**src/rtl/gpio_pkg.sv**
```systemverilog
package gpio_pkg;
  localparam int unsigned ADDR_W = 2;

  typedef enum logic [ADDR_W-1:0] {
    SEL_DATA = 2'd0,
    SEL_DIR  = 2'd1,
    SEL_PULL = 2'd2,
    SEL_NONE = 2'd3
  } reg_sel_e;
endpackage

```
**src/rtl/gpio_reset_sync.sv**
```systemverilog
module gpio_reset_sync #(
  parameter int unsigned STAGES = 2
) (
  input  logic clk,
  input  logic rst_n_in,
  output logic rst_n_out
);
  logic [STAGES-1:0] chain_q;
  logic [STAGES-1:0] chain_d;

  always_comb begin
    chain_d = {chain_q[STAGES-2:0], 1'b1};
  end

  always_ff @(posedge clk or negedge rst_n_in) begin
    if (!rst_n_in) chain_q <= '0;
    else           chain_q <= chain_d;
  end

  assign rst_n_out = chain_q[STAGES-1];
endmodule

```
**src/rtl/gpio_in_sync.sv**
```systemverilog
module gpio_in_sync #(
  parameter int unsigned WIDTH  = 8,
  parameter int unsigned STAGES = 2
) (
  input  logic             clk,
  input  logic             rst_n,
  input  logic [WIDTH-1:0] async_in,
  output logic [WIDTH-1:0] sync_out
);
  logic [WIDTH-1:0] stage_q [STAGES];

  for (genvar s = 0; s < STAGES; s++) begin : g_stage
    logic [WIDTH-1:0] stage_d;
    if (s == 0) begin : g_first
      assign stage_d = async_in;
    end else begin : g_rest
      assign stage_d = stage_q[s-1];
    end
    always_ff @(posedge clk or negedge rst_n) begin
      if (!rst_n) stage_q[s] <= '0;
      else        stage_q[s] <= stage_d;
    end
  end

  assign sync_out = stage_q[STAGES-1];
endmodule

```
**src/rtl/gpio_regs.sv**
```systemverilog
module gpio_regs
  import gpio_pkg::*;
#(
  parameter int unsigned      WIDTH        = 8,
  parameter logic [WIDTH-1:0] NO_PULL_MASK = '0
) (
  input  logic              clk,
  input  logic              rst_n,
  input  logic [ADDR_W-1:0] bus_addr,
  input  logic [WIDTH-1:0]  bus_wdata,
  input  logic              bus_we,
  input  logic [WIDTH-1:0]  pin_sync,
  output logic [WIDTH-1:0]  bus_rdata,
  output logic [WIDTH-1:0]  latch_q,
  output logic [WIDTH-1:0]  dir_q,
  output logic [WIDTH-1:0]  pull_q
);
  reg_sel_e         sel;
  logic             wr_latch, wr_dir, wr_pull;
  logic [WIDTH-1:0] latch_d, dir_d;

  assign sel = reg_sel_e'(bus_addr);

  always_comb begin
    wr_latch = bus_we && (sel == SEL_DATA);
    wr_dir   = bus_we && (sel == SEL_DIR);
    wr_pull  = bus_we && (sel == SEL_PULL);
    latch_d  = wr_latch ? bus_wdata : latch_q;
    dir_d    = wr_dir   ? bus_wdata : dir_q;
  end

  always_ff @(posedge clk or negedge rst_n) begin
    if (!rst_n) begin
      latch_q <= '0;
      dir_q   <= '0;
    end else begin
      latch_q <= latch_d;
      dir_q   <= dir_d;
    end
  end

  for (genvar i = 0; i < WIDTH; i++) begin : g_pull
    if (NO_PULL_MASK[i]) begin : g_absent
      assign pull_q[i] = 1'b0;
    end else begin : g_present
      logic bit_d, bit_q;
      assign bit_d = wr_pull ? bus_wdata[i] : bit_q;
      always_ff @(posedge clk or negedge rst_n) begin
        if (!rst_n) bit_q <= 1'b0;
        else        bit_q <= bit_d;
      end
      assign pull_q[i] = bit_q;
    end
  end

  always_comb begin
    unique case (sel)
      SEL_DATA: bus_rdata = (dir_q & latch_q) | (~dir_q & pin_sync);
      SEL_DIR:  bus_rdata = dir_q;
      SEL_PULL: bus_rdata = pull_q;
      default:  bus_rdata = '0;
    endcase
  end
endmodule

```
**src/rtl/gpio_port.sv**
```systemverilog
module gpio_port
  import gpio_pkg::*;
#(
  parameter int unsigned      WIDTH        = 8,
  parameter int unsigned      SYNC_STAGES  = 2,
  parameter logic [WIDTH-1:0] NO_PULL_MASK = '0
) (
  input  logic              clk,
  input  logic              rst_n,
  input  logic [ADDR_W-1:0] bus_addr,
  input  logic [WIDTH-1:0]  bus_wdata,
  input  logic              bus_we,
  output logic [WIDTH-1:0]  bus_rdata,
  input  logic [WIDTH-1:0]  pad_in,
  output logic [WIDTH-1:0]  pad_out,
  output logic [WIDTH-1:0]  pad_oe,
  output logic [WIDTH-1:0]  pad_pu
);
  logic             rst_sync_n;
  logic [WIDTH-1:0] pin_sync;
  logic [WIDTH-1:0] latch_q, dir_q, pull_q;

  gpio_reset_sync #(.STAGES(2)) u_rst (
    .clk       (clk),
    .rst_n_in  (rst_n),
    .rst_n_out (rst_sync_n)
  );

  gpio_in_sync #(.WIDTH(WIDTH), .STAGES(SYNC_STAGES)) u_insync (
    .clk      (clk),
    .rst_n    (rst_sync_n),
    .async_in (pad_in),
    .sync_out (pin_sync)
  );

  gpio_regs #(.WIDTH(WIDTH), .NO_PULL_MASK(NO_PULL_MASK)) u_regs (
    .clk       (clk),
    .rst_n     (rst_sync_n),
    .bus_addr  (bus_addr),
    .bus_wdata (bus_wdata),
    .bus_we    (bus_we),
    .pin_sync  (pin_sync),
    .bus_rdata (bus_rdata),
    .latch_q   (latch_q),
    .dir_q     (dir_q),
    .pull_q    (pull_q)
  );

  assign pad_out = latch_q;
  assign pad_oe  = dir_q;
  assign pad_pu  = pull_q & ~dir_q;
endmodule

```
**config.mk**
```make
export PLATFORM = sky130hd
export DESIGN_NAME = gpio_port
export DESIGN_NICKNAME = d
export VERILOG_FILES = /design/src/rtl/gpio_pkg.sv /design/src/rtl/gpio_reset_sync.sv /design/src/rtl/gpio_in_sync.sv /design/src/rtl/gpio_regs.sv /design/src/rtl/gpio_port.sv
export SDC_FILE = /design/constraint.sdc
export NUM_CORES = 1
export LEC_CHECK = 0
export ABC_AREA = 1
export BUFFER_PORTS_ARGS = -buffer_cell sky130_fd_sc_hd__buf_2
export CORE_MARGIN = 2
export CORE_UTILIZATION = 55
export CTS_CLUSTER_SIZE = 10
export DETAILED_ROUTE_END_ITERATION = 6
export PLACE_DENSITY = 0.9
export SLEW_MARGIN = 40
export SYNTH_ARGS = -nofsm -noshare
export SYNTH_HDL_FRONTEND = slang
export SYNTH_SLANG_ARGS = --single-unit
```
**constraint.sdc**
```tcl
create_clock -name clk -period 2.95 [get_ports clk]
set_input_delay 0.59 -clock clk [delete_from_list [all_inputs] [get_ports clk]]
set_output_delay 0.59 -clock clk [all_outputs]
set_load 0.02 [all_outputs]
```
==> results.yml <==
outcome:
  run_status: "finished clean"
timing:
  relSlewSlack_pct: 56.86
  timing.final.setup_violations: 0
  min_period_ns: 2.061
  final-max-slew-violation-count: 0
  finClkSkew_ns: 0.004838
  final.setup.tns_ns: 0
  hold_ws_ns: 0.2712
  worst-slew-pin-transition_ns: 0.6472
  final_min_period_over_clock_period_pct: 69.87
  grt_setup_unrepaired: "no"
  clock.fmax_mhz: 485.2
  finalHoldViolCount: 0
power:
  worst_ir_drop_vdd_mv: 0.4195
  powerDensity_nw_per_um2: 591.9
  p_comb_share_pct: 24.9
  leakagePower_nw: 1.351
  p_sw_share_pct: 34.38
  share_clk_of_total_power_pct: 22.0
  internal_power_w: 0.0008694
  power.net_switching_w: 0.0004555
  totalPowerFinal_w: 0.001325
  seq_power_share_pct: 53.1
clocking:
  clkTransAtPathRegs_ns: 0.11
  cts-root-buf: "sky130_fd_sc_hd__clkbuf_4"
  clock_tree.htree_level_count: 2
  cts_tree: "built"
  hold_buffer_count_at_cts: 1
  worstSkewPairLatency_ns: 0.35
  cts-root-to-sink-buffers: 2
  clkSinkCount: 42
  post_cts.repair.setup_buffers: 0
  post_cts.resized_instances: 0
  cts_made_buffers: 5
floorplanning:
  row_count: 21
  coreArea_sq_um: 3311
  ports: 53
  effective_utilization_at_floorplan_pct: 57.03
  fp.dieH_um: 62.59
  die_w_um: 62.59
  die-area_sq_um: 3918
global_routing:
  grt_first_pass_wirelength_mm: 6.534
  grt_max_degree: 25
  overflow: 0
  antenna_found_initial: 0
  first_global_vias: 1479
  track_usage_pct: 21.55
critical_path:
  worst_r2r_path_depth: 1
  cp_cell_sequence: "buf_2, inv_2, nand3_1, nand2_1, inv_1, nand2_1, buf_2"
  worstPathRequired_ns: 2.36
  reg2reg_slack_ns: 1.94
  crit_path_top_delay_cell: "sky130_fd_sc_hd__buf_2"
  setup.worst_path.class: "input pin to output pin"
  critical-path-max-stage-delay_ns: 0.29
  endpoint: "bus_rdata[3]"
  critical_path.startpoint: "bus_addr[1]"
  crit_arrival_ns: 1.47
  critPathLaunchType: "input pin"
  worstReg2RegStart: "u_rst.chain_q[1]"
  worst-path-max-fanout: 11
  r2r-end: "u_regs.dir_q[6]"
  worstSetupEndpointType: "output pin"
cells_and_area:
  fraction_of_layout_instances_using_a_drive_strength_above_1_pct: 24.22
  antennaDiodeCount: 0
  stdcell_count: 335
  final_cell_mix: "sky130_fd_sc_hd__nand2_1, sky130_fd_sc_hd__buf_2, sky130_fd_sc_hd__dfrtp_1"
  layout_commonest_cell: "sky130_fd_sc_hd__nand2_1"
  syn2layout_area_growth_pct: 18.56
  fin_nets: 309
route:
  wire_per_inst_um: 11.28
  antenna_violating_nets_post_route: 0
  detail_route.vias_per_cell: 4.746
  vias: 1590
  routed_wirelength_mm: 3.779
  drt-pass1-iter-count: 4
  drc_errors: 0
  drt_first_iter_violations: 64
yosys:
  synth.lib_cells_used.distinct: 13
  postSynthNetCount: 252
  syn_area_per_cell_sq_um: 8.173
  mappedNetlistArea_sq_um: 1888
  yosys_synthesis_warning_count: 0
  netlist_instances: 231
  ys_seq_area_share_pct: 55.67
  synth_seq_cells: 42
job:
  cap_violations: 0
placed_design:
  routabilityCongestion: 0.8310
  detailed_place_hpwl_mm: 2.638
  portBuffers: 52
  placedCellCount: 326
worst_hold_path:
  worstHoldPathType: "flip-flop to async pin"
[logic make-up (layout without fill, tap and decap cells)]
family,Yosys count,count (layout),share of synthesized area (%)
other,1,1,0.1986
buffers and inverters,48,106,11.20
AND/OR/NAND/NOR,140,140,32.94
flip-flops,42,42,55.67
[Yosys cell counts]
| cell | number | area share, % |
|---|---|---|
| sky130_fd_sc_hd__buf_6 | 4 | 2.4 |
| sky130_fd_sc_hd__nor2_1 | 8 | 1.6 |
| sky130_fd_sc_hd__dfrtp_1 | 42 | 56 |
| sky130_fd_sc_hd__nand3_1 | 30 | 8.0 |
| sky130_fd_sc_hd__nand3_4 | 2 | 1.9 |
| sky130_fd_sc_hd__nand2_1 | 96 | 19 |
| sky130_fd_sc_hd__inv_1 | 40 | 8.0 |
| sky130_fd_sc_hd__clkinv_2 | 1 | 0.26 |
| sky130_fd_sc_hd__nand2_2 | 1 | 0.33 |
| sky130_fd_sc_hd__conb_1 | 1 | 0.20 |
| sky130_fd_sc_hd__nand3_2 | 2 | 1.1 |
| sky130_fd_sc_hd__nor2_8 | 1 | 1.1 |
| sky130_fd_sc_hd__inv_2 | 3 | 0.60 |
[sequential cells by signal (all words and copies together), names as in the netlist]
register / flops
u_regs.g_pull.g_present.bit_q: 8
u_rst.chain_q: 2
u_regs.dir_q: 8
u_regs.latch_q: 8
u_insync.sync_out: 8
u_insync.g_stage.stage_d: 8
[area by class of cell]
cell class                 instances  area (sq um)
tap                               46         57.56
inverter                          44         166.4
sequential                        42          1051
clock inverter                     1         5.005
clock buffer                       7         55.05
multi-input combinational        141         625.6
fill                             299          1072
timing repair buffer              54         277.8
[per-stage QoR]
step / utilization [%] / instance area (sq um) / setup WS [ns]
3_5_place_dp: 65.50 / 2168 / 0.8925
5_1_grt: 67.61 / 2238 / 0.8127
4_1_cts: 67.61 / 2238 / 0.8868
6_report: 67.61 / 2238 / 0.8889
2_1_floorplan: - / 1888 / 1.128
3_3_place_gp: 65.50 / 2168 / 0.9151
[worst min path at each step]
stage	slack, ns	to	start
floorplan	0.29	u_rst.chain_q[0]	rst_n
global placement	0.27	u_regs.latch_q[6]	u_rst.chain_q[1]
detailed placement	0.28	u_regs.latch_q[6]	u_rst.chain_q[1]
CTS	0.29	u_regs.latch_q[6]	u_rst.chain_q[1]
global route	0.30	u_insync.g_stage[1].stage_d[4]	pad_in[4]
finish	0.27	u_insync.g_stage[1].stage_d[1]	u_rst.chain_q[1]
[layer usage]
| metal | global-route usage (%) | up-vias | part of all wire (%) |
|---|---|---|---|
| met5 | 0 | - | 0 |
| met3 | 5.766 | 7 | 5.8 |
| met4 | 6.667 | 0 | 1.3 |
| met1 | 26.93 | 734 | 44 |
| met2 | 36.69 | 46 | 49 |
| li1 | - | 803 | - |
[power by group through the flow]
stage / clock [W] / sequential, W / combinational (W)
2_1_floorplan: 0 / 0.000749 / 0.000179
3_3_place_gp: 0 / 0.000711 / 0.000325
3_5_place_dp: 0 / 0.000715 / 0.000332
4_1_cts: 0.000296 / 0.000703 / 0.000334
5_1_grt: 0.000329 / 0.000715 / 0.000367
6_report: 0.000292 / 0.000703 / 0.000330
[critical path: cells and delay by family]
kind / cells / cell delay, ns
and+or+nand+nor: 3 / 0.20
buffers and inverters: 4 / 0.68
Note: power is estimated with default switching activity, not from simulation.
